**config.mk**
```make
export PLATFORM = sky130hd
export DESIGN_NAME = addr_bus_arbiter
export DESIGN_NICKNAME = d
export VERILOG_FILES = /design/src/rtl/abr_pkg.sv /design/src/rtl/abr_prio_pick.sv /design/src/rtl/abr_grant_hold.sv /design/src/rtl/addr_bus_arbiter.sv
export SDC_FILE = /design/constraint.sdc
export NUM_CORES = 1
export LEC_CHECK = 0
export BUFFER_PORTS_ARGS = -buffer_cell sky130_fd_sc_hd__buf_2
export CORE_AREA = 2 2 39 41
export DETAILED_ROUTE_END_ITERATION = 12
export DIE_AREA = 0 0 41 43
export SLEW_MARGIN = 10
export SYNTH_ARGS = -nofsm -noshare
export SYNTH_HDL_FRONTEND = slang
export SYNTH_SLANG_ARGS = --single-unit
```
**constraint.sdc**
```tcl
create_clock -name clk -period 1.05 [get_ports clk]
set_input_delay 0.105 -clock clk [delete_from_list [all_inputs] [get_ports clk]]
set_output_delay 0.105 -clock clk [all_outputs]
set_load 0.01 [all_outputs]
```
**src/rtl/abr_pkg.sv**
```systemverilog
package abr_pkg;
    typedef enum logic [1:0] {
        ST_IDLE   = 2'd0,
        ST_TENURE = 2'd1,
        ST_WINDOW = 2'd2,
        ST_BLOCK  = 2'd3
    } abr_state_e;
endpackage

```
**src/rtl/abr_prio_pick.sv**
```systemverilog
// Lowest-index external requester wins; bit 0 of pick is the park choice.
module abr_prio_pick #(
    parameter int N_EXT = 2
) (
    input  logic [N_EXT-1:0] req,
    output logic [N_EXT:0]   pick
);
    assign pick[0] = ~|req;

    for (genvar i = 0; i < N_EXT; i++) begin : g_pick
        if (i == 0) begin : g_first
            assign pick[1] = req[0];
        end else begin : g_rest
            assign pick[i+1] = req[i] & ~|req[i-1:0];
        end
    end
endmodule

```
**src/rtl/abr_grant_hold.sv**
```systemverilog
// Grant register (one-hot, bit 0 = internal) with an output mask.
module abr_grant_hold #(
    parameter int GW = 3
) (
    input  logic          clk,
    input  logic          rst_n,
    input  logic          load,
    input  logic [GW-1:0] din,
    input  logic          mask,
    output logic [GW-1:0] held,
    output logic [GW-1:0] gnt
);
    localparam logic [GW-1:0] PARK = GW'(1);

    always_ff @(posedge clk or negedge rst_n) begin
        if (!rst_n)    held <= PARK;
        else if (load) held <= din;
    end

    always_comb begin
        gnt = mask ? '0 : held;
    end
endmodule

```
**src/rtl/addr_bus_arbiter.sv**
```systemverilog
module addr_bus_arbiter #(
    parameter int N_EXT = 2
) (
    input  logic             clk,
    input  logic             rst_n,
    input  logic             tenure_start,
    input  logic             addr_ack,
    input  logic             addr_retry,
    input  logic [N_EXT-1:0] ext_req,
    output logic             int_gnt,
    output logic [N_EXT-1:0] ext_gnt
);
    import abr_pkg::*;

    localparam int GW = N_EXT + 1;

    abr_state_e    state_q, state_d;
    logic          load, mask;
    logic [GW-1:0] winner, held, gnt_vec;

    abr_prio_pick #(.N_EXT(N_EXT)) pick_i (
        .req  (ext_req),
        .pick (winner)
    );

    abr_grant_hold #(.GW(GW)) hold_i (
        .clk   (clk),
        .rst_n (rst_n),
        .load  (load),
        .din   (winner),
        .mask  (mask),
        .held  (held),
        .gnt   (gnt_vec)
    );

    // State register
    always_ff @(posedge clk or negedge rst_n) begin
        if (!rst_n) state_q <= ST_IDLE;
        else        state_q <= state_d;
    end

    // Next state, grant load and mask
    always_comb begin
        state_d = state_q;
        load    = 1'b0;
        mask    = 1'b0;
        unique case (state_q)
            ST_IDLE: begin
                if (tenure_start) begin
                    state_d = ST_TENURE;
                    load    = held[0] & (|ext_req);
                end else begin
                    load    = 1'b1;
                end
            end
            ST_TENURE: begin
                if (addr_ack) begin
                    state_d = ST_WINDOW;
                    load    = 1'b1;
                end
            end
            ST_WINDOW: begin
                if (addr_retry) begin
                    state_d = ST_BLOCK;
                    mask    = 1'b1;
                end else if (tenure_start) begin
                    state_d = ST_TENURE;
                    load    = held[0] & (|ext_req);
                end else begin
                    state_d = ST_IDLE;
                    load    = 1'b1;
                end
            end
            ST_BLOCK: begin
                state_d = ST_IDLE;
                mask    = 1'b1;
                load    = 1'b1;
            end
            default: state_d = ST_IDLE;
        endcase
    end

    assign int_gnt = gnt_vec[0];
    assign ext_gnt = gnt_vec[GW-1:1];

    // Checks
    assert_one_grant_R9: assert property (@(posedge clk) disable iff (!rst_n)
        $onehot0({int_gnt, ext_gnt}));

    assert_tenure_frozen_R6: assert property (@(posedge clk) disable iff (!rst_n)
        (state_q == ST_TENURE && !addr_ack) |=> $stable({int_gnt, ext_gnt}));

    assert_ack_park_R7: assert property (@(posedge clk) disable iff (!rst_n)
        (state_q == ST_TENURE && addr_ack && ext_req == '0) |=> (int_gnt || addr_retry));

    assert_retry_holdoff_R8: assert property (@(posedge clk) disable iff (!rst_n)
        (state_q == ST_WINDOW && addr_retry) |=> (!int_gnt && ext_gnt == '0));

    assert_idle_top_prio_R4: assert property (@(posedge clk) disable iff (!rst_n)
        (state_q == ST_IDLE && !tenure_start && ext_req[0]) |=> ext_gnt[0]);
endmodule

```
; After elaboration in Yosys (flattened, before gate mapping)
; Index checks and enable logic that the tools add are counted.
; W data, S select, Z words.
[op_classes]
n_eq_ne = 5
mux = 12
reduce_logical = 5
n_bitwise = 2
[op_table]
columns = op, count
row1 = $pmux W2 S4, 1
row2 = $mux W2, 3
row3 = $mux W1, 5
row4 = $eq A2 B2 Y1 const B, 2
row5 = $ne A2 B2 Y1 const B, 2
row6 = $pmux W1 S4, 1
row7 = $mux W3, 1
row8 = $and A1 B1 Y1, 2
row9 = $eq A2 B1 Y1 const B, 1
row10 = $logic_not A1 Y1, 2
row11 = $logic_not A2 Y1, 1
row12 = $pmux W1 S2, 1
row13 = $reduce_and A2 Y1, 1
row14 = $reduce_or A2 Y1, 1
[word_totals]
out_inout_bits = 3
ff_bits = 5
elab_cells = 26
in_bits = 7

; Logic depth before layout (Yosys ltp)
; Gate-level depths: netlist (run 1).
[logic_depth]
word_depth = 5
depth_mapped = 3
depth_no_buf = 3

; Cells and area by module
; Synthesis (run 1) repeated with hierarchy kept, for this count alone.
[hier_totals]
hier_cells = 24
hier_area_um2 = 270.3
[by_module_without_submodules]
columns = mod, cells_each, instances, seq_area_each_um2, area_per_inst_um2
row1 = abr_grant_hold, 9, 1, 76.3, 128.9
row2 = addr_bus_arbiter, 12, 1, 50.0, 116.4
row3 = abr_prio_pick, 3, 1, 0.0, 25.0

; Worst setup path before layout (run 1)
; No wires, ideal clock.
[synth_path]
path_kind = flip-flop to flip-flop
start = register hold_i.held[0]
end = register hold_i.held[1]
setup_time_ns = 0.137
period_less_slack_ns = 1.133
arrival_ns = 0.997
slack_ns = -0.083
stages_incl_launch_ff = 4
n_path_buf = 0
required_ns = 0.913
cell_sequence = dfstp_2 o21ai_0 a311oi_2 o32ai_1
[synth_between]
elab_chain_cells = 4
[synth_rtl]
columns = item, line_no
row1 = from (decl), abr_grant_hold.sv:10  ; output logic [GW-1:0] held,
row2 = from (signal assigned), abr_grant_hold.sv:17  ; else if (load) held <= din;
row3 = $and A1 B1 Y1 (*), "addr_bus_arbiter.sv:51, addr_bus_arbiter.sv:68"
row4 = $mux W1 (*), "addr_bus_arbiter.sv:49, addr_bus_arbiter.sv:66"
row5 = $mux W1, addr_bus_arbiter.sv:63  ; if (addr_retry) begin
row6 = $pmux W1 S4 (*), addr_bus_arbiter.sv:47  ; unique case (state_q)
; Mark *: on every way between the ends. The rest lies on a longest branch, timed or not.
; A chain may end at the register's enable or synchronous reset.

; Final worst setup path (run 1)
[layout_path]
start = register state_q[0]
end = output port ext_gnt[0]
[layout_between]
elab_chain_cells = 3
elab_cells_between_ends = 4
cone_classes = eq/ne: 2 / mux: 2
[layout_rtl]
columns = item, line_no
row1 = from (decl), addr_bus_arbiter.sv:17  ; abr_state_e state_q, state_d;
row2 = from (signal assigned), addr_bus_arbiter.sv:39  ; else state_q <= state_d;
row3 = $eq A2 B2 Y1, addr_bus_arbiter.sv:47
row4 = $pmux W1 S2 (*), addr_bus_arbiter.sv:47
row5 = $mux W3 (*), abr_grant_hold.sv:21  ; gnt = mask ? '0 : held;
row6 = to (decl), addr_bus_arbiter.sv:11  ; output logic [N_EXT-1:0] ext_gnt
; Marks and branches as above.

==> results of run 1 <==
-- flip-flops by register name, summed over array words and instances, names as in the netlist --
register and flops:
state_q 2, hold_i.held 3
-- final cells by class --
cell class	count	area [um2]
clock buffer	4	26.3
fill	158	941
inverter	5	18.8
multi-input combinational	21	173
sequential	5	128
tap	16	20.0
timing repair buffer	13	77.6
-- report_power, final --
part           switching [mW]  internal, mW
sequential             0.0934         0.303
combinational           0.268         0.326
clock                  0.0754         0.143
total                   0.437         0.773
-- worst min-delay path, delay by kind of cell --
family	cells	cell delay, ns
buffers and inverters	1	0.11
and+or+nand+nor	1	0.07
AOI/OAI and AO/OA	1	0.07
-- cell usage after synthesis --
cell type  count  area share, %
dfrtp_1        4             34
a21oi_1        3            5.1
a311oi_2       1            5.1
nor3b_4        1            6.4
dfstp_2        1            9.0
nand2_1        2            2.6
inv_1          5            6.4
nand2b_1       1            2.1
nor3_1         1            1.7
o21bai_1       1            2.6
and3b_1        1            3.0
o32ai_1        2            6.0
o21ai_0        3            5.1
nor2_1         1            1.3
and2_1         3            6.4
nand3b_1       1            2.6
-- path summary, 6_finish.rpt --
| check | start | end | slack (ns) | cells past startpoint |
|---|---|---|---|---|
| max in group asynchronous | rst_n | hold_i.held[0] | 0.63 | 2 |
| setup reg to reg | state_q[0] | hold_i.held[2] | -0.12 | 3 |
| hold / removal | ext_req[1] | hold_i.held[2] | 0.16 | 3 |
| hold reg to reg | hold_i.held[0] | hold_i.held[0] | 0.49 | 2 |
| setup / recovery | state_q[0] | ext_gnt[0] | -0.13 | 3 |
| min in group asynchronous | rst_n | hold_i.held[1] | 0.21 | 2 |
-- cell families after synthesis --
| kind of cell | count (synthesis) |
|---|---|
| compound gates | 10 |
| buf+inv | 5 |
| flops | 5 |
| simple gates | 11 |
-- timing repair --
action	4_1_cts	5_1_grt
setup endpoints to repair	6	6
endpoints found under the hold margin	5	0
pin swaps	4	1
setup buffers	1	0
gates resized for setup	6	2
hold buffers	1	0
-- metrics by stage --
stage	cell area (um2)	setup TNS, ns
CTS	432	-0.629
global route	443	-1.01
floorplan	292	-0.0850
global placement	372	-0.393
finish	443	-0.626
detailed placement	372	-0.350
-- metal layers --
metal	part of all wire, %	global-route usage (%)
met3	6.5	4.71
met2	53	14.1
met5	0	0
met4	1.6	10.0
met1	39	10.4
==> summary.md, run 1 <==
| Metric | Value |
|---|---|
| Largest family of logic cells by synthesized area | simple AND/OR/NAND/NOR gates |
| Crit-path max FO | 5 |
| Critical path data required time | 0.94 ns |
| Port Buffers | 9 |
| CTS tree | done |
| Post-DP HPWL | 478 um |
| Crit path max-delay family | flip-flops |
| Startpoint types | flop |
| CP Capture Type | output pin |
| Cells after Synth | 31 |
| Hold WC Path Type | in -> reg |
| Clk buf depth | 2 |
| # DRC | 0 |
| Rows | 14 |
| Die W | 41 um |
| Vias | 280 |
| Achievable Freq | 845 MHz |
| Post-Place Cells | 58 |
| Endpoints failing hold | 0 |
| Seq/Total Area, Yosys | 43.3% |
| Final WL | 631 um |
| Mux contribution to synthesized area | 0% |
| Core area | 1380 um2 |
| Peak supply drop | 0.702 mV |
| First-pass GRT wire length | 1130 um |
| Vias in the first global route | 285 |
| Slew HR | 81.2% |
| Unrepaired setup endpoints after global routing | yes |
| Area Overhead vs Synth | 51.9% |
| Tcrit/Tclk final | 113% |
| Max_cap viols | 0 |
| Final nets | 56 |
| WL/cell | 9.86 um |
| Fin. max-slew vios | 0 |
| Final core area utilization | 32.0% |
| Vias per cell | 4.38 |
| Layout cells sized above 1 | 47.9% |
| Slowest stage delay, CP | 0.42 ns |
| Lkg Pwr | 0.205 nW |
| Initial antenna violation count | 0 |
| Status | finished with violations |
| Adder-Cell Fraction of Synth Area | 0% |
| Synth cell types | 16 |
| TritonCTS Sinks | 5 |
| Crit path time final | 1.18 ns |
| DIE HEIGHT | 43 um |
| Power, Total | 1.21 mW |
| Clock Skew | 0.00243 ns |
| DRT iter0 DRCs | 4 |
| ANT nets after route | 0 |
| Kind of critical path | reg -> out |
| Root Driver | clkbuf_4 |
| WP buf/inv | 1 |
| Initial Util | 21.1% |
| Commonest cells after routing, fill and taps aside | buf_2, inv_1 |
| Worst-path cell chain | o21ai_2, and2_1, buf_2 |
| Drt first pass iters | 4 |
| Clock Latency Late Sink | 0.24 ns |
| Mean Syn Cell Area | 9.40 um2 |
| Pwr dens | 2730 nW/um2 |
| Seq cells post-synth | 5 |
| GRT overflow | 0 |
| Final setup margin | -0.134 ns |
| I/O Pins | 10 |
| Slowest CP cell | dfrtp_1 |
| Pre-CTS setup slack | -0.106 ns |
| Layout Cells excl Fill | 64 |
| Clock Pin Slew Worst Setup and Hold Paths | 0.04 ns |
| Simple-Gate Fraction of Synth Area | 26.2% |
| Hold WS | 0.162 ns |
| Syn nets | 38 |
| Total track usage | 10.2% |
| Failing checks | negative setup slack |
| Die area | 1760 um2 |
| H-tree level count | 1 |
| Mapped Area | 292 um2 |
| Synthesis warning total | 0 |
| # diodes | 0 |
| Num CTS Buffers | 3 |
| GPL Wtd Cong | 0.694 |
| Most common cell after layout, fill and taps aside | buf_2 |
| Largest net degree at the start of global routing | 7 |
| XOR/XNOR Fraction of Synth Area | 0% |
| Worst EP arrival | 1.08 ns |
| Least-Margin Pin Slew | 0.282 ns |
| Final setup viols | 5 |
| Compound-Gate Fraction of Synth Area | 24.0% |
No activity file was read; power rests on OpenSTA's default activity.
==> run 2: changes to the inputs <==
--- a/config.mk
+++ b/config.mk
@@ -9,6 +9,7 @@
 export CORE_AREA = 2 2 39 41
 export DETAILED_ROUTE_END_ITERATION = 12
 export DIE_AREA = 0 0 41 43
+export SETUP_SLACK_MARGIN = 0.15
 export SLEW_MARGIN = 10
 export SYNTH_ARGS = -nofsm -noshare
 export SYNTH_HDL_FRONTEND = slang
==> summary.md, run 2 (same netlist as run 1, synthesis figures left out) <==
| Metric | Value |
|---|---|
| Die W | 41 um (unchanged) |
| Unrepaired setup endpoints after global routing | yes (unchanged) |
| Post-Route Setup TNS | -0.604 ns (was -0.626 ns) |
| Startpoint types | flop (unchanged) |
| Commonest cells after routing, fill and taps aside | buf_2, inv_1, and2_1, clkbuf_4 (was buf_2, inv_1) |
| Root Driver | clkbuf_4 (unchanged) |
| DRT iter0 DRCs | 2 (was 4) |
| Initial antenna violation count | 0 (unchanged) |
| Port Buffers | 9 (unchanged) |
| Worst-path cell chain | o21ai_2, and2_1, buf_2 (unchanged) |
| Max reg flops | 3 (unchanged) |
| Die area | 1760 um2 (unchanged) |
| Pwr dens | 2720 nW/um2 (was 2730 nW/um2) |
| Slowest CP cell | dfrtp_2 (was dfrtp_1) |
| Fin. max-slew vios | 0 (unchanged) |
| Clock Pin Slew Worst Setup and Hold Paths | 0.04 ns (about the same) |
| Post-Place Cells | 58 (unchanged) |
| DIE HEIGHT | 43 um (unchanged) |
| Failing checks | negative setup slack (unchanged) |
| CP Capture Type | output pin (unchanged) |
| Critical R2R Capture | hold_i.held[2] (unchanged) |
| Layout cells sized above 1 | 50.0% (was 47.9%) |
| Drt first pass iters | 2 (was 4) |
| R2R depth | 3 (unchanged) |
| Initial Util | 21.1% (unchanged) |
| Final WL | 586 um (was 631 um) |
| RR Startpoint | state_q[0] (unchanged) |
| Clock Skew | 0.000882 ns (was 0.00243 ns) |
| Achievable Freq | 847 MHz (was 845 MHz) |
| Vias | 266 (was 280) |
| Rows | 14 (unchanged) |
| Endpoints failing hold | 0 (unchanged) |
| Vias per cell | 4.16 (was 4.38) |
| Largest regs | hold_i.held: 3 flops, state_q: 2 flops (unchanged) |
| Vias in the first global route | 250 (was 285) |
| Clock Latency Late Sink | 0.23 ns (was 0.24 ns) |
| # DRC | 0 (unchanged) |
| Most common cell after layout, fill and taps aside | buf_2 (unchanged) |
| Peak supply drop | 0.798 mV (was 0.702 mV) |
| Critical path data required time | 0.94 ns (about the same) |
| Clk buf depth | 2 (unchanged) |
| Filler cells | 150 (was 158) |
| I/O Pins | 10 (unchanged) |
| ANT nets after route | 0 (unchanged) |
| Pre-CTS setup slack | -0.119 ns (was -0.106 ns) |
| GRT overflow | 0 (unchanged) |
| Hold WC Path Type | in -> reg (unchanged) |
| Max_cap viols | 0 (unchanged) |
| Layout Cells excl Fill | 64 (unchanged) |
| Least-Margin Pin Slew | 0.268 ns (was 0.282 ns) |
| R2r setup slk | -0.12 ns (about the same) |
| Area Overhead vs Synth | 53.6% (was 51.9%) |
| Worst EP arrival | 1.08 ns (about the same) |
| Slowest stage delay, CP | 0.43 ns (was 0.42 ns) |
| Final core area utilization | 32.4% (was 32.0%) |
| H-tree level count | 1 (unchanged) |
| WL/cell | 9.16 um (was 9.86 um) |
| Largest net degree at the start of global routing | 7 (unchanged) |
| Post-DP HPWL | 471 um (was 478 um) |
| Hold Path Depth | 3 (unchanged) |
| Kind of critical path | reg -> out (unchanged) |
| Num CTS Buffers | 3 (unchanged) |
| Core area | 1380 um2 (unchanged) |
| Lkg Pwr | 0.205 nW (about the same) |
| Crit path max-delay family | flip-flops (unchanged) |
| CTS tree | done (unchanged) |
| Total track usage | 8.59% (was 10.2%) |
| Status | finished with violations (unchanged) |
| Crit path time final | 1.18 ns (about the same) |
| GPL Wtd Cong | 0.700 (was 0.694) |
| Hold path start | ext_req[1] (unchanged) |
| TritonCTS Sinks | 5 (unchanged) |
| Final setup margin | -0.131 ns (was -0.134 ns) |
| Final nets | 56 (unchanged) |
| Worst hold endpoint | hold_i.held[2] (unchanged) |
| Tcrit/Tclk final | 112% (was 113%) |
| WP buf/inv | 1 (unchanged) |
| First-pass GRT wire length | 952 um (was 1130 um) |
| Final setup viols | 5 (unchanged) |
| Most flop-heavy register | hold_i.held (unchanged) |
| Slew HR | 82.1% (was 81.2%) |
| Crit-path max FO | 5 (unchanged) |
| # diodes | 0 (unchanged) |
-- run 2: cell count changes in the layout (fill, tap and decap cells not counted) --
cell     before  now
buf_4         3    2
dfrtp_2       1    2
buf_6         0    1
dfrtp_1       3    2
-- run 2: stage by stage --
stage	total power [mW]	hold WS [ns]	cell area (um2)
floorplan	0.684	-0.191	292
CTS	1.20	0.151	435
detailed placement	0.874	-0.0742	372
finish	1.22	0.168	448
global placement	0.871	-0.0730	372
global route	1.32	0.169	448
-- run 2: worst min-delay path: cells and delay by family --
family | cells | cell delay [ns]
buffers and inverters | 1 | 0.11
AND/OR/NAND/NOR | 1 | 0.07
AO/OA/AOI/OAI | 1 | 0.07
-- run 2: repair_timing --
action,4_1_cts,5_1_grt
hold endpoints to repair,5,0
resized for setup,6,3
hold buffers,1,0
setup endpoints to repair,7,8
buffers inserted,1,0
pin swaps,6,2
-- run 2: worst max-delay path by stage --
stage	from	to	slack [ns]	cells past startpoint
2_1_floorplan	state_q[0]	hold_i.held[1]	-0.04	3
3_3_place_gp	state_q[1]	hold_i.held[2]	-0.1	3
3_5_place_dp	state_q[1]	hold_i.held[2]	-0.12	3
4_1_cts	state_q[0]	ext_gnt[1]	-0.15	3
5_1_grt	state_q[0]	ext_gnt[1]	-0.20	3
6_report	state_q[0]	ext_gnt[1]	-0.13	3
-- run 2: final cells by class --
cell class | instances | area, um2 | share of cell area [%]
tap | 16 | 20.0 | 4.47
inverter | 5 | 18.8 | 4.19
sequential | 5 | 129 | 28.8
multi-input combinational | 21 | 173 | 38.5
timing repair buffer | 13 | 81.3 | 18.2
clock buffer | 4 | 26.3 | 5.87
-- run 2: power breakdown --
part	internal [mW]	total [mW]	switching, mW
logic	0.338	0.603	0.265
registers	0.307	0.400	0.0932
clock network	0.143	0.214	0.0707
total	0.788	1.22	0.429
-- run 2: layer usage --
layer	track usage [%]	share of wire (%)	routed length (um)	vias to the layer above
met1	11.2	46	272	117
met3	1.57	5.3	31	0
met4	10.0	0	0	0
met2	10.3	48	282	5
met5	0	0	0	-
li1	-	-	-	144
==> run 3: changes to the inputs <==
--- a/config.mk
+++ b/config.mk
@@ -5,7 +5,7 @@
 export SDC_FILE = /design/constraint.sdc
 export NUM_CORES = 1
 export LEC_CHECK = 0
-export BUFFER_PORTS_ARGS = -buffer_cell sky130_fd_sc_hd__buf_2
+export BUFFER_PORTS_ARGS = -buffer_cell sky130_fd_sc_hd__buf_4
 export CORE_AREA = 2 2 39 41
 export DETAILED_ROUTE_END_ITERATION = 12
 export DIE_AREA = 0 0 41 43
==> constraint.sdc (replaced) <==
create_clock -name clk -period 1.05 [get_ports clk]
set_input_delay 0.105 -clock clk [delete_from_list [all_inputs] [get_ports clk]]
set_output_delay 0.105 -clock clk [all_outputs]
set_load 0.05 [all_outputs]
==> summary.md, run 3 (same netlist as run 1, synthesis figures left out) <==
| Metric | Value |
|---|---|
| Clock Skew | 0.000515 ns (was 0.000882 ns) |
| Port Buffers | 9 (unchanged) |
| Clock Pin Slew Worst Setup and Hold Paths | 0.04 ns (about the same) |
| Commonest cells after routing, fill and taps aside | buf_4, inv_1, clkbuf_4 (was buf_2, inv_1, and2_1, clkbuf_4) |
| Vias in the first global route | 278 (was 250) |
| Final core area utilization | 34.6% (was 32.4%) |
| Num CTS Buffers | 3 (unchanged) |
| Hold WC Path Type | in -> reg (unchanged) |
| Max reg flops | 3 (unchanged) |
| Initial Util | 21.1% (unchanged) |
| Core area | 1380 um2 (unchanged) |
| Peak supply drop | 0.824 mV (was 0.798 mV) |
| First-pass GRT wire length | 1070 um (was 952 um) |
| Critical R2R Capture | hold_i.held[1] (was hold_i.held[2]) |
| CTS tree | done (unchanged) |
| Pwr dens | 3170 nW/um2 (was 2720 nW/um2) |
| Root Driver | clkbuf_4 (unchanged) |
| Placed Area | 384 um2 (was 372 um2) |
| Kind of critical path | reg -> out (unchanged) |
| H-tree level count | 1 (unchanged) |
| Die area | 1760 um2 (unchanged) |
| Area Overhead vs Synth | 64.4% (was 53.6%) |
| Highest routed layer | met3 (unchanged) |
| # DRC | 0 (unchanged) |
| Worst EP arrival | 1.12 ns (was 1.08 ns) |
| Failing checks | negative setup slack (unchanged) |
| Clk buf depth | 2 (unchanged) |
| Startpoint types | flop (unchanged) |
| Rows | 14 (unchanged) |
| Finished Cell Area | 479 um2 (was 448 um2) |
| Final setup margin | -0.173 ns (was -0.131 ns) |
| Vias | 274 (was 266) |
| Vias per cell | 4.28 (was 4.16) |
| Max_cap viols | 0 (unchanged) |
| Crit-path max FO | 4 (was 5) |
| # diodes | 0 (unchanged) |
| CP Capture Type | output pin (unchanged) |
| Clock Latency Late Sink | 0.23 ns (about the same) |
| Setup crit start | state_q[0] (unchanged) |
| Most common cell after layout, fill and taps aside | buf_4 (was buf_2) |
| Post-Route Setup TNS | -0.879 ns (was -0.604 ns) |
| R2R depth | 4 (was 3) |
| Total track usage | 9.41% (was 8.59%) |
| Status | finished with violations (unchanged) |
| M1 wire length | 248 um (was 272 um) |
| Routed length on met2 | 333 um (was 282 um) |
| Least-Margin Pin Slew | 0.274 ns (was 0.268 ns) |
| Slew HR | 81.7% (was 82.1%) |
| Most flop-heavy register | hold_i.held (unchanged) |
| Final WL | 616 um (was 586 um) |
| End point of the critical path | ext_gnt[0] (was ext_gnt[1]) |
| Layout cells sized above 1 | 54.2% (was 50.0%) |
| WL met3 | 35 um (was 31 um) |
| RR Startpoint | state_q[0] (unchanged) |
| Largest net degree at the start of global routing | 7 (unchanged) |
| Critical path data required time | 0.94 ns (about the same) |
| I/O Pins | 10 (unchanged) |
| Largest regs | hold_i.held: 3 flops, state_q: 2 flops (unchanged) |
| Pre-CTS setup slack | -0.150 ns (was -0.119 ns) |
| DRT iter0 DRCs | 9 (was 2) |
| Drt first pass iters | 4 (was 2) |
| Tcrit/Tclk final | 117% (was 112%) |
| Achievable Freq | 817 MHz (was 847 MHz) |
| Unrepaired setup endpoints after global routing | yes (unchanged) |
| R2r setup slk | -0.17 ns (was -0.12 ns) |
| DIE HEIGHT | 43 um (unchanged) |
| Lkg Pwr | 0.215 nW (was 0.205 nW) |
| Fin. max-slew vios | 0 (unchanged) |
| Die W | 41 um (unchanged) |
| TritonCTS Sinks | 5 (unchanged) |
| Initial antenna violation count | 0 (unchanged) |
| Endpoints failing hold | 0 (unchanged) |
| Power, Total | 1.52 mW (was 1.22 mW) |
| WL/cell | 9.63 um (was 9.16 um) |
| GPL Wtd Cong | 0.707 (was 0.700) |
| Crit path time final | 1.22 ns (was 1.18 ns) |
| ANT nets after route | 0 (unchanged) |
| GRT overflow | 0 (unchanged) |
| Final setup viols | 6 (was 5) |
| Final nets | 56 (unchanged) |
==> run 3: cell counts in the layout (fill, tap and decap cells not counted) <==
No cell type changed its count.
==> run 3: area by class of cell <==
cell class	count	area [um2]
Clock buffer	4	26.3
Fill cell	157	905
Inverter	5	18.8
Multi-Input combinational cell	21	170
Sequential cell	5	129
Tap cell	16	20.0
Timing Repair Buffer	13	115
==> run 3: metal layers <==
| metal | GRT usage (%) | up-vias |
|---|---|---|
| met5 | 0 | - |
| met4 | 10.0 | 0 |
| met3 | 1.57 | 0 |
| met2 | 13.4 | 5 |
| met1 | 10.6 | 128 |
| li1 | - | 141 |
==> run 3: what timing repair did <==
item | in CTS | in global routing
hold buffers | 1 | 0
setup buffers | 3 | 0
pin swaps | 1 | 0
endpoints found under the hold margin | 5 | 0
gates resized for setup | 11 | 0
endpoints found under the setup margin | 7 | 8
==> run 3: worst min-delay path by stage <==
stage / endpoint / startpoint / cells past startpoint / slack [ns]
floorplan: hold_i.held[1] / rst_n / 0 / -0.19
global placement: state_q[1] / rst_n / 1 / -0.09
detailed placement: state_q[0] / rst_n / 1 / -0.09
CTS: hold_i.held[2] / ext_req[1] / 3 / 0.15
global route: state_q[1] / addr_ack / 3 / 0.16
finish: hold_i.held[2] / ext_req[1] / 3 / 0.16
==> run 3: through the flow <==
step | cells | hold WS (ns)
final | 64 | 0.159
after global routing | 64 | 0.163
after detailed placement | 56 | -0.0912
after global placement | 56 | -0.0911
after CTS | 64 | 0.150
after floorplan | 31 | -0.191
==> run 3: critical path, cell delays in order (launching register included) <==
cell     delay (ns)
dfrtp_2        0.42
o21ai_2        0.15
and2_2         0.17
buf_6          0.15
==> run 3: power breakdown <==
group          internal (mW)  leakage (nW)  switching [mW]
Sequential             0.307        0.0580          0.0932
Clock                  0.143        0.0150          0.0709
Combinational          0.441         0.142           0.466
Total                  0.891         0.215           0.630
